==> config.mk <==
export PLATFORM = sky130hd
export DESIGN_NAME = dbg_cmd_ctrl
export DESIGN_NICKNAME = d
export VERILOG_FILES = /design/src/rtl/dbg_pkg.sv /design/src/rtl/dbg_decode.sv /design/src/rtl/dbg_run_ctl.sv /design/src/rtl/dbg_reply.sv /design/src/rtl/dbg_cmd_ctrl.sv
export SDC_FILE = /design/constraint.sdc
export NUM_CORES = 1
export LEC_CHECK = 0
export ABC_AREA = 1
export BUFFER_PORTS_ARGS = -buffer_cell sky130_fd_sc_hd__clkbuf_2
export CAP_MARGIN = 40
export CORE_UTILIZATION = 45
export DETAILED_ROUTE_END_ITERATION = 6
export PLACE_DENSITY = 0.69
export REMOVE_ABC_BUFFERS = 1
export SKIP_LAST_GASP = 1
export SYNTH_ARGS = -nofsm -noshare
export SYNTH_HDL_FRONTEND = slang
export SYNTH_SLANG_ARGS = --single-unit
==> constraint.sdc <==
create_clock -name clk -period 6 [get_ports clk]
set_clock_uncertainty 0.05 [all_clocks]
set_input_delay 1.2 -clock clk [delete_from_list [all_inputs] [get_ports clk]]
set_output_delay 1.2 -clock clk [all_outputs]
set_load 0.05 [all_outputs]
==> src/rtl/dbg_pkg.sv <==
package dbg_pkg;

  typedef enum logic [2:0] {
    CMD_NONE,
    CMD_RESET,
    CMD_HALT,
    CMD_RUN,
    CMD_STEP,
    CMD_RD_ACC,
    CMD_RD_PC
  } cmd_e;

  localparam logic [7:0] CH_RESET = 8'h72;
  localparam logic [7:0] CH_HALT  = 8'h73;
  localparam logic [7:0] CH_RUN   = 8'h65;
  localparam logic [7:0] CH_STEP  = 8'h6B;
  localparam logic [7:0] CH_ACC   = 8'h61;
  localparam logic [7:0] CH_PC    = 8'h70;
  localparam logic [7:0] CH_CR    = 8'h0D;
  localparam logic [7:0] CH_LF    = 8'h0A;

  function automatic logic [7:0] nib_to_ascii(input logic [3:0] n);
    if (n < 4'd10) return 8'h30 + {4'h0, n};
    else           return 8'h37 + {4'h0, n};
  endfunction

endpackage

==> src/rtl/dbg_decode.sv <==
module dbg_decode
  import dbg_pkg::*;
(
  input  logic       rx_valid,
  input  logic [7:0] rx_byte,
  input  logic       busy,
  output logic       cmd_ok,
  output cmd_e       cmd
);

  always_comb begin
    case (rx_byte)
      CH_RESET: cmd = CMD_RESET;
      CH_HALT:  cmd = CMD_HALT;
      CH_RUN:   cmd = CMD_RUN;
      CH_STEP:  cmd = CMD_STEP;
      CH_ACC:   cmd = CMD_RD_ACC;
      CH_PC:    cmd = CMD_RD_PC;
      default:  cmd = CMD_NONE;
    endcase
  end

  // unknown codes and bytes arriving mid-reply are never accepted
  assign cmd_ok = rx_valid && !busy && (cmd != CMD_NONE);

endmodule

==> src/rtl/dbg_run_ctl.sv <==
module dbg_run_ctl
  import dbg_pkg::*;
(
  input  logic clk,
  input  logic rst,
  input  logic cmd_ok,
  input  cmd_e cmd,
  output logic core_rst,
  output logic core_en
);

  logic run_q;
  logic step_q;
  logic rst_q;

  always_ff @(posedge clk) begin
    if (rst) begin
      run_q  <= 1'b0;
      step_q <= 1'b0;
      rst_q  <= 1'b0;
    end else begin
      rst_q  <= 1'b0;
      step_q <= 1'b0;
      if (cmd_ok) begin
        case (cmd)
          CMD_RESET: begin
            rst_q <= 1'b1;
            run_q <= 1'b0;
          end
          CMD_HALT: run_q <= 1'b0;
          CMD_RUN:  run_q <= 1'b1;
          CMD_STEP: if (!run_q) step_q <= 1'b1;
          default: ;
        endcase
      end
    end
  end

  assign core_rst = rst_q;
  assign core_en  = run_q | step_q;

  AST_RST_ONE_CYCLE: assert property (@(posedge clk) disable iff (rst)
    core_rst |=> !core_rst);
  AST_RST_HALTED: assert property (@(posedge clk) disable iff (rst)
    core_rst |-> !core_en);
  AST_STEP_SINGLE: assert property (@(posedge clk) disable iff (rst)
    (step_q && !(cmd_ok && cmd == CMD_STEP)) |=> !step_q);
  AST_STEP_ONLY_HALTED: assert property (@(posedge clk) disable iff (rst)
    step_q |-> !run_q);

endmodule

==> src/rtl/dbg_reply.sv <==
module dbg_reply
  import dbg_pkg::*;
#(
  parameter int DATA_W = 12
) (
  input  logic              clk,
  input  logic              rst,
  input  logic              cmd_ok,
  input  cmd_e              cmd,
  input  logic [DATA_W-1:0] acc_in,
  input  logic [DATA_W-1:0] pc_in,
  input  logic              tx_ready,
  output logic [7:0]        tx_byte,
  output logic              tx_valid
);

  localparam int NIB     = (DATA_W + 3) / 4;
  localparam int PAD_W   = NIB * 4;
  localparam int MSG_LEN = NIB + 2;
  localparam int IDX_W   = $clog2(MSG_LEN + 1);

  logic [PAD_W-1:0] hold_q;
  logic [IDX_W-1:0] idx_q;
  logic [7:0]       byte_q;
  logic             valid_q;
  logic [PAD_W-1:0] pick_pad;
  logic             start;

  function automatic logic [7:0] msg_char(input logic [PAD_W-1:0] v,
                                          input int unsigned pos);
    logic [3:0] n;
    if (pos < NIB) begin
      n = v[(NIB - 1 - pos) * 4 +: 4];
      return nib_to_ascii(n);
    end else if (pos == NIB) begin
      return CH_CR;
    end else begin
      return CH_LF;
    end
  endfunction

  assign start = cmd_ok && (cmd == CMD_RD_ACC || cmd == CMD_RD_PC);

  always_comb begin
    pick_pad = '0;
    pick_pad[DATA_W-1:0] = (cmd == CMD_RD_PC) ? pc_in : acc_in;
  end

  always_ff @(posedge clk) begin
    if (rst) begin
      hold_q  <= '0;
      idx_q   <= '0;
      byte_q  <= '0;
      valid_q <= 1'b0;
    end else if (!valid_q) begin
      if (start) begin
        hold_q  <= pick_pad;
        idx_q   <= '0;
        byte_q  <= msg_char(pick_pad, 0);
        valid_q <= 1'b1;
      end
    end else if (tx_ready) begin
      if (idx_q == IDX_W'(MSG_LEN - 1)) begin
        valid_q <= 1'b0;
        idx_q   <= '0;
      end else begin
        idx_q  <= idx_q + 1'b1;
        byte_q <= msg_char(hold_q, int'(idx_q) + 1);
      end
    end
  end

  assign tx_byte  = byte_q;
  assign tx_valid = valid_q;

  AST_TX_HOLD: assert property (@(posedge clk) disable iff (rst)
    (tx_valid && !tx_ready) |=> (tx_valid && $stable(tx_byte)));
  AST_TX_LEGAL_CHAR: assert property (@(posedge clk) disable iff (rst)
    tx_valid |-> ((tx_byte >= 8'h30 && tx_byte <= 8'h39) ||
                  (tx_byte >= 8'h41 && tx_byte <= 8'h46) ||
                  tx_byte == CH_CR || tx_byte == CH_LF));
  AST_HOLD_FROZEN: assert property (@(posedge clk) disable iff (rst)
    (tx_valid && $past(tx_valid)) |-> $stable(hold_q));

endmodule

==> src/rtl/dbg_cmd_ctrl.sv <==
module dbg_cmd_ctrl
  import dbg_pkg::*;
#(
  parameter int DATA_W = 12
) (
  input  logic              clk,
  input  logic              rst,
  input  logic              rx_valid,
  input  logic [7:0]        rx_byte,
  input  logic              tx_ready,
  input  logic [DATA_W-1:0] acc_in,
  input  logic [DATA_W-1:0] pc_in,
  output logic              core_rst,
  output logic              core_en,
  output logic [7:0]        tx_byte,
  output logic              tx_valid
);

  logic cmd_ok;
  cmd_e cmd;

  dbg_decode u_dec (
    .rx_valid (rx_valid),
    .rx_byte  (rx_byte),
    .busy     (tx_valid),
    .cmd_ok   (cmd_ok),
    .cmd      (cmd)
  );

  dbg_run_ctl u_run (
    .clk      (clk),
    .rst      (rst),
    .cmd_ok   (cmd_ok),
    .cmd      (cmd),
    .core_rst (core_rst),
    .core_en  (core_en)
  );

  dbg_reply #(.DATA_W(DATA_W)) u_reply (
    .clk      (clk),
    .rst      (rst),
    .cmd_ok   (cmd_ok),
    .cmd      (cmd),
    .acc_in   (acc_in),
    .pc_in    (pc_in),
    .tx_ready (tx_ready),
    .tx_byte  (tx_byte),
    .tx_valid (tx_valid)
  );

  AST_BUSY_DROPS_CTRL: assert property (@(posedge clk) disable iff (rst)
    (tx_valid && rx_valid) |=> ($stable(core_en) && !core_rst));
  AST_RESET_CLEAN: assert property (@(posedge clk)
    rst |=> (!core_en && !core_rst && !tx_valid));

endmodule

After elaboration in Yosys (flattened, before gate mapping)
Cells that the tools add are included.

cells by class
  $add $sub $neg = 7
  $lt $le $gt $ge = 3
  eq/ne operators = 16
  shifts and indexed selects = 1
  muxes and demuxes = 21
  bitwise gates (word level) = 4
  reductions and logical operators = 15

operator list
  operator                                                                       count
  8-bit 2-to-1 mux                                                               7
  8-bit by 7-bit equality test with 1-bit output, second input constant          6
  12-bit by 33-bit indexed part select with 4-bit output                         1
  32-bit by 2-bit equality test with 1-bit output, second input constant         1
  32-bit by 2-bit less-than comparator with 1-bit output, second input constant  1
  2-bit by 30-bit subtractor with 30-bit output, first input constant            1
  6-bit by 4-bit adder with 7-bit output, first input constant                   4
  3-bit one-hot mux with 6 select lines                                          1
  3-bit 2-to-1 mux                                                               5
  3-bit equality test, second input constant                                     4
  12-bit 2-to-1 mux                                                              1
  4-bit less-than comparator, second input constant                              2
  3-bit by 2-bit equality test with 1-bit output, second input constant          2
  1-bit 2-to-1 mux                                                               6
  2-bit AND reduction                                                            3
  3-bit by 1-bit adder with 4-bit output, second input constant                  1
  2-bit != test, second input constant                                           2
  2-bit nonzero test                                                             2
  2-bit OR reduction                                                             2
  3-bit by 1-bit adder with 3-bit output, second input constant                  1
  3-bit by 1-bit equality test with 1-bit output, second input constant          1
  1-bit logical AND                                                              3
  1-bit NOT                                                                      3
  3-bit AND reduction                                                            1
  6 further kinds                                                                6

word-level totals
  bits in registers = 27
  input port bits = 36
  output and inout bits = 11
  logic and storage cells = 74

Depth between registers and ports, before layout
Gate-level depths: netlist of the first run.

  depth after elaboration = 9
  gate-level depth with buffers = 18
  depth with buffers taken out = 17

Modules after synthesis
From an unflattened synthesis of the first run, not the netlist that was laid out.

second synthesis, totals
  cell total of the unflattened synthesis = 294
  area, all modules = 1863.0 sq um

by module, submodules not included
  module       instances  cells an instance  area an instance (sq um)  sequential area each (sq um)
  dbg_reply    1          238                1542.7                    460.4
  dbg_decode   1          38                 192.7                     0.0
  dbg_run_ctl  1          18                 127.6                     60.1

Least setup slack after synthesis of the first run
No wires, ideal clock.

  path kind = input-to-reg
  from = input rx_byte[0]
  to = register u_reply.byte_q[1] (netlist: u_reply.tx_byte[1])
  setup time = 71 ps
  arrival = 2669 ps
  data required time = 5879 ps
  path slack = 3211 ps
  stages = 11
  path buffers = 1
  cells stage by stage = or2_4 > nor2_4 > nand2_4 > buf_2 > nand2_1 > o21ai_2 > ha_1 > nand3b_1 > a21oi_1 > nand2_1 > a21oi_1

between the ends
  word-level cells in the longest chain between the ends = 8
  elaborated cells between the ends (all ways) = 22
  classes of those cells = add/sub (2); order compare (1); eq/ne (8); mux (5); reduce/logical (6)

ends and longest elaborated chain
  what                                                                  RTL line                          text
  start: declaration                                                    dbg_cmd_ctrl.sv:9                 input logic [7:0] rx_byte,
  8-bit by 7-bit equality test with 1-bit output                        dbg_decode.sv:12                  case (rx_byte)
  3-bit one-hot mux with 6 select lines *                               dbg_decode.sv:12
  3-bit equality test                                                   dbg_reply.sv:42, dbg_reply.sv:46
  12-bit 2-to-1 mux                                                     dbg_reply.sv:46                   pick_pad[DATA_W-1:0] = (cmd == CMD_RD_PC) ? pc_in : acc_in;
  6-bit by 4-bit adder with 7-bit output, or another cell as far along  dbg_pkg.sv:24                     else return 8'h37 + {4'h0, n};
  8-bit 2-to-1 mux                                                      dbg_pkg.sv:23                     if (n < 4'd10) return 8'h30 + {4'h0, n};
  8-bit 2-to-1 mux                                                      dbg_reply.sv:56                   if (start) begin
  8-bit 2-to-1 mux                                                      dbg_reply.sv:55                   end else if (!valid_q) begin
  end signal: assignment                                                dbg_reply.sv:59                   byte_q <= msg_char(pick_pad, 0);
  end signal: assignment                                                dbg_reply.sv:68                   byte_q <= msg_char(hold_q, int'(idx_q) + 1);
  end: declaration                                                      dbg_reply.sv:24                   logic [7:0] byte_q;

Every way passes the cells marked *; elsewhere a longest branch is shown, timed or not. The select of a mux whose other input is x is not followed.
A chain may end at the register's enable or synchronous reset.

Final worst setup path of the first run
  from = input rx_byte[3]
  to = register u_reply.byte_q[1] (netlist: u_reply.tx_byte[1])

Same word-level chain as after synthesis.

==> qor.csv, run 1 <==
stage;metric;value;unit
outcome;status;finished, final reports clean;
global_route;grt_antenna_before_repair;0;
synth;synth_area_leaders;dfxtp_1, nand2_1, nand3_1;
sta;slew_violations;0;
synth;synth_seq_cells;26;
clock_network;clk_latency;0.27;ns
synth;yosysTopAreaCell;dfxtp_1;
cells_and_area;syn_to_final_growth;14.92;%
worst_setup_path;crit_required;6.14;ns
worst_setup_path;startpoint_type;primary input;
worst_setup_path;worst_path_most_repeated_cell;a21oi_1;
clock_network;cts_resized;0;
worst_setup_path;path_cells;clkbuf_2, nor2_2, inv_2, nor2_4, nand2_4, o21ai_2, ha_1, nand3b_1, a21oi_1, nand2_1, a21oi_1;
worst_setup_path;slowest_stage;nor2_4;
global_route;grt.total_usage;20.87;%
synth;ys_seq_area_share;27.71;%
power_and_ir_drop;cellPowerDensity;155.8;nW/um^2
routing;top_layer_used;met4;
sta;fin_hold_ws;0.4105;ns
synth;synth.distinct_cells;36;
sta;final_hold_viol_count;0;
clock_network;numCtsBuffers;3;
synth;synth_edf_count;0;
power_and_ir_drop;power_leakage;1.133;nW
worst_setup_path;worstSetupEndpointType;register;
sta;setup_viol;0;
worst_setup_path;arrival;3.06;ns
clock_network;cts.sinks;26;
global_route;grt_max_degree;28;
cells_and_area;final_util;53.96;%
floorplan;die-area;4436;um^2
worst_setup_path;worstSetupPathType;primary input to register;
clock_network;cts_tree;yes;
routing;drt-wirelength-per-cell;10.87;um
sta;fin_ws;3.086;ns
hold_path;hp-class;register to register;
placement;dp_slack;2.812;ns
routing;postRouteAntennaNets;0;
placement;dp_cells;388;
power_and_ir_drop;peakVddDrop;0.1008;mV
synth;synth_warnings;0;
clock_network;cts_hold_buf;0;
synth;synthFlopType;dfxtp_1;
placement;port_buffers;45;
global_route;grt_pass1_wl;7.155;mm
sta;fmax;343.2;MHz
synth;syn_avg_cell_area;6.198;um^2
sta;finalSetupTns;0;ns
routing;vias_per_cell;4.911;
synth;synth_top_cell_area_share;27.71;%
cells_and_area;antennaDiodeCount;0;
floorplan;core-area;4000;um^2
cells_and_area;fin_cells;392;
routing;first_pass_iters;6;
synth;synthCells;303;
placement;routabilityCongestion;0.8530;
floorplan;chipHeight;66.60;um
flow_run;drv_cap;0;
floorplan;rows;23;
clock_network;clk_pin_slew_worst_paths;0.09;ns
floorplan;die_w;66.60;um
synth;async_flop_share;0;%
global_route;grt_overflow;0;
cells_and_area;design_area;2158;um^2
clock_network;cts.root.buffer_cell;clkbuf_8;
placement;dp_hpwl;3.383;mm
global_route;grt_pass1_vias;1625;
cells_and_area;fin_nets;384;
clock_network;cts_setup_buffers;0;
floorplan;start_util;46.95;%
routing;drt-met1-wl;2.186;mm
sta;rsz0062_at_grt;false;
routing;wl_met3;142;um
routing;wirelength;4.261;mm
worst_setup_path;path_max_fanout;16;
worst_setup_path;slowest_delay;0.27;ns
synth;netlist_area;1878;um^2
routing;drc_errors;0;
routing;vias;1925;
clock_network;h-tree-depth;1;
sta;timing.final.crit_share;48.56;%
routing;met2_length;1.926;mm
cells_and_area;drive_above_1_share;21.64;%
routing;first_iter_violations;107;
sta;fin_crit;2.914;ns
floorplan;boundaryPins;47;
clock_network;clock_path_buffers;2;
placement;placed_area;2103;um^2
power_and_ir_drop;power;336.3;uW
## final timing paths
kind	start	end	slack, ns	cells past startpoint
worst min-delay path	u_reply.hold_q[10]$_SDFFE_PP0P_	u_reply.hold_q[10]$_SDFFE_PP0P_	0.41	2
worst max register to register	u_reply.idx_q[0]$_SDFFE_PP0P_	u_reply.tx_byte[2]$_SDFFE_PP0P_	3.36	15
worst max-delay path	rx_byte[3]	u_reply.tx_byte[1]$_SDFFE_PP0P_	3.09	11
worst min register to register	u_reply.hold_q[10]$_SDFFE_PP0P_	u_reply.hold_q[10]$_SDFFE_PP0P_	0.41	2
## cell usage in the layout (no fill, tap or decap), types with 2 or more instances in the layout
cell type and n:
nor2_4 2, o21ai_1 5, or2_2 4, nand3b_1 2, a21oi_1 28, nand2_4 2, clkbuf_2 45, clkbuf_8 4
inv_2 5, nor4_1 3, inv_1 41, nor2_1 34, nand2_1 72, nand3_1 33, nand4_1 4, o21ai_0 7
dfxtp_1 26, nand2_2 5, ha_1 5
## worst max-delay path, delay by kind of cell
family | cells | cell delay [ns]
AO/OA/AOI/OAI | 3 | 0.55
adder cells (fa/ha/maj) | 1 | 0.26
AND/OR/NAND/NOR | 5 | 0.89
buffers and inverters | 2 | 0.17
## per-layer routing
layer	GRT usage, %	up-vias
met4	4.787	0
met3	2.568	2
met1	30.55	827
li1	-	1049
met5	0	-
met2	32.07	47
## Yosys cell counts, types with 3 or more instances
library cell	instances
nand2_1	72
o21ai_0	7
nand4_1	4
ha_1	5
or2_2	4
nor4_1	3
inv_2	5
o21ai_1	5
nand3_1	33
inv_1	41
clkbuf_1	4
nor2_1	34
dfxtp_1	26
a21oi_1	28
nand2_2	5
## flip-flops by register name, indices dropped and copies added, names as in the netlist
name,cells
u_reply.tx_byte,7
u_run.run_q,1
u_reply.tx_valid,1
u_run.core_rst,1
u_run.step_q,1
u_reply.hold_q,12
u_reply.idx_q,3
## power breakdown
| part | switching (mW) | internal (mW) | leakage, nW | total [mW] |
|---|---|---|---|---|
| Combinational | 0.0282 | 0.0181 | 0.895 | 0.0464 |
| Sequential | 0.000819 | 0.174 | 0.209 | 0.174 |
| Clock | 0.0569 | 0.0587 | 0.0288 | 0.116 |
## logic make-up (layout without fill, tap and decap cells)
kind of cell               Yosys count  after routing  share of synthesized area, %
DFF                                 26             26                         27.71
buffers and inverters               56             95                         12.52
xor gates and xnor gates             1              1                        0.8663
adders and majority gates            5              5                         3.331
AOI/OAI and AO/OA                   48             48                         14.46
other                                1              1                        0.1997
and+or+nand+nor                    166            166                         40.91
## area by class of cell
class | instances | area, um^2
clock buffer | 4 | 55.05
fill | 430 | 1842
inverter | 46 | 172.7
multi-input combinational | 221 | 1122
sequential | 26 | 520.5
tap | 50 | 62.56
timing repair buffer | 45 | 225.2
No activity file was read; power rests on OpenSTA's default activity.
==> inputs of run 2 (changes only) <==
PLACE_DENSITY = 0.72   (was 0.69)
clock period = 2.6 ns   (was 6 ns; I/O delays follow)
==> run 2 against run 1 <==
Against the previous run: largest power group unchanged; count of clock-buffer cells in the layout down 1; hold slack improved by 0.0074 ns; sequential power up 130%; clock power increased to 2.9 times the previous value; largest cell class unchanged; die area unchanged.
==> qor.csv, run 2 (same netlist as run 1, synthesis figures left out) <==
stage;metric;value;unit
routing;vias_per_cell;4.885;
floorplan;core-area;4000;um^2
worst_setup_path;worstReg2RegStart;u_reply.idx_q[0]$_SDFFE_PP0P_;
placement;dp_hpwl;3.524;mm
worst_setup_path;worstSetupPathType;register to register;
clock_network;cts_tree;yes;
clock_network;clock_path_buffers;2;
sta;fin_ws;0.3217;ns
placement;routabilityCongestion;0.8559;
clock_network;h-tree-depth;1;
clock_network;cts.root.buffer_cell;clkbuf_8;
power_and_ir_drop;power_leakage;1.173;nW
sta;timing.final.crit_share;87.63;%
placement;port_buffers;45;
floorplan;chipHeight;66.60;um
cells_and_area;nFillCells;411;
floorplan;die-area;4436;um^2
clock_network;clk_pin_slew_worst_paths;0.09;ns
global_route;grt_max_degree;25;
power_and_ir_drop;switching_share;23.59;%
floorplan;rows;23;
routing;drt-wirelength-per-cell;10.94;um
routing;first_pass_iters;4;
global_route;grt.total_usage;21.53;%
global_route;grt_antenna_before_repair;0;
sta;setup_viol;0;
power_and_ir_drop;pwr-share-comb;12.8;%
power_and_ir_drop;intPower;649.6;uW
clock_network;cts_hold_buf;0;
power_and_ir_drop;p_seq_share;47.3;%
routing;first_iter_violations;139;
cells_and_area;fin_nets;391;
cells_and_area;syn_to_final_growth;18.72;%
sta;rsz0062_at_grt;false;
worst_setup_path;reg2reg_depth;14;
routing;drc_errors;0;
flow_run;drv_cap;0;
sta;slew_violations;0;
worst_setup_path;startpoint_type;register;
power_and_ir_drop;cellPowerDensity;381.3;nW/um^2
hold_path;hp-start;u_reply.hold_q[9]$_SDFFE_PP0P_;
power_and_ir_drop;switchingPower;200.5;uW
global_route;grt_overflow;0;
worst_setup_path;r2r-end;u_reply.tx_byte[4]$_SDFFE_PP0P_;
sta;fin_crit;2.278;ns
cells_and_area;antennaDiodeCount;0;
floorplan;start_util;46.95;%
clock_network;cts_setup_buffers;0;
worst_setup_path;path_max_fanout;8;
hold_path;hp-class;register to register;
clock_network;numCtsBuffers;3;
clock_network;cts.sinks;26;
outcome;status;finished, final reports clean;
hold_path;min_to;u_reply.hold_q[9]$_SDFFE_PP0P_;
sta;fmax;438.9;MHz
cells_and_area;most-common-layout-cells;nand2_1, clkbuf_2, inv_1;
floorplan;die_w;66.60;um
routing;wirelength;4.365;mm
hold_path;hold_depth;2;
cells_and_area;top_register;u_reply.hold_q;
cells_and_area;largestRegisters;u_reply.hold_q x12, u_reply.tx_byte x7, u_reply.idx_q x3;
placement;dp_slack;0.2780;ns
cells_and_area;largest_register_ffs;12;
sta;final_hold_viol_count;0;
worst_setup_path;r2r_slack;0.32;ns
power_and_ir_drop;peakVddDrop;0.1676;mV
worst_setup_path;worstSetupEndpointType;register;
routing;vias;1949;
sta;finalSetupTns;0;ns
clock_network;clk_latency;0.27;ns
worst_setup_path;crit_required;2.73;ns
global_route;grt_pass1_vias;1745;
cells_and_area;layout_commonest_cell;nand2_1;
power_and_ir_drop;pwr-share-clk;39.9;%
routing;postRouteAntennaNets;0;
floorplan;boundaryPins;47;
cells_and_area;drive_above_1_share;23.50;%
global_route;grt_pass1_wl;7.389;mm
worst_setup_path;arrival;2.41;ns
run 2: cell count changes in the layout (fill, tap and decap cells not counted), sizes merged:
cell and change:
clkbuf -1, buf +7, bufinv +1
run 2: area by class of cell:
cell class | count | area (um^2) | share of cell area, %
clock buffer | 3 | 41.29 | 1.852
clock inverter | 1 | 30.03 | 1.347
inverter | 46 | 172.7 | 7.744
multi-input combinational | 221 | 1125 | 50.45
sequential | 26 | 520.5 | 23.34
tap | 50 | 62.56 | 2.806
timing repair buffer | 52 | 277.8 | 12.46
run 2: stage by stage:
stage,instance area [um^2],power (mW),util (%),hold slack (ns),std cells
final,2230,0.8501,55.74,0.4179,399
after global routing,2230,0.8844,55.74,0.4411,399
after CTS,2227,0.8597,55.68,0.4194,399
after detailed placement,2156,0.5200,53.89,0.4045,395
after global placement,2156,0.5176,53.89,0.3874,395
after floorplan,1815,0.4734,-,0.3738,293
run 2: what timing repair did:
| action | in CTS | in global routing |
|---|---|---|
| gates resized for setup | 0 | 1 |
| endpoints found under the hold margin | 0 | 0 |
| setup endpoints to repair | 0 | 1 |
run 2: metal layers:
layer | global-route usage (%) | wire (um)
met4 | 8.777 | 55
met3 | 2.568 | 144
met2 | 34.22 | 1997
met5 | 0 | 0
met1 | 29.12 | 2168
run 2: power groups by stage:
stage                     sequential [mW]  combinational [mW]  clock (mW)
final                               0.402               0.109       0.339
after global routing                0.403               0.121       0.360
after CTS                           0.402               0.109       0.348
after detailed placement            0.412               0.108           0
after global placement              0.412               0.106           0
after floorplan                     0.417              0.0560           0
run 2: how the worst max path moves through the flow:
stage	from	to	slack (ns)	depth (start not counted)
finish	u_reply.idx_q[0]$_SDFFE_PP0P_	u_reply.tx_byte[4]$_SDFFE_PP0P_	0.32	14
global route	u_reply.idx_q[0]$_SDFFE_PP0P_	u_reply.tx_byte[2]$_SDFFE_PP0P_	0.06	15
CTS	u_reply.idx_q[0]$_SDFFE_PP0P_	u_reply.tx_byte[2]$_SDFFE_PP0P_	0.25	15
detailed placement	u_reply.idx_q[0]$_SDFFE_PP0P_	u_reply.tx_byte[2]$_SDFFE_PP0P_	0.28	15
global placement	u_reply.idx_q[0]$_SDFFE_PP0P_	u_reply.tx_byte[2]$_SDFFE_PP0P_	0.23	15
floorplan	u_reply.idx_q[0]$_SDFFE_PP0P_	u_reply.tx_byte[2]$_SDFFE_PP0P_	0.36	15
run 2: worst max-delay path, stage by stage, from the launching register on:
cell and delay [ns]:
dfxtp_1 0.35, inv_2 0.04, ha_2 0.38, inv_1 0.13, nand3_1 0.10, o2111ai_1 0.19, nor2_1 0.19, inv_1 0.06
ha_1 0.20, nand2_1 0.09, nand2_1 0.10, nand3_1 0.10, o211ai_1 0.09, nand2_1 0.07, inv_1 0.03
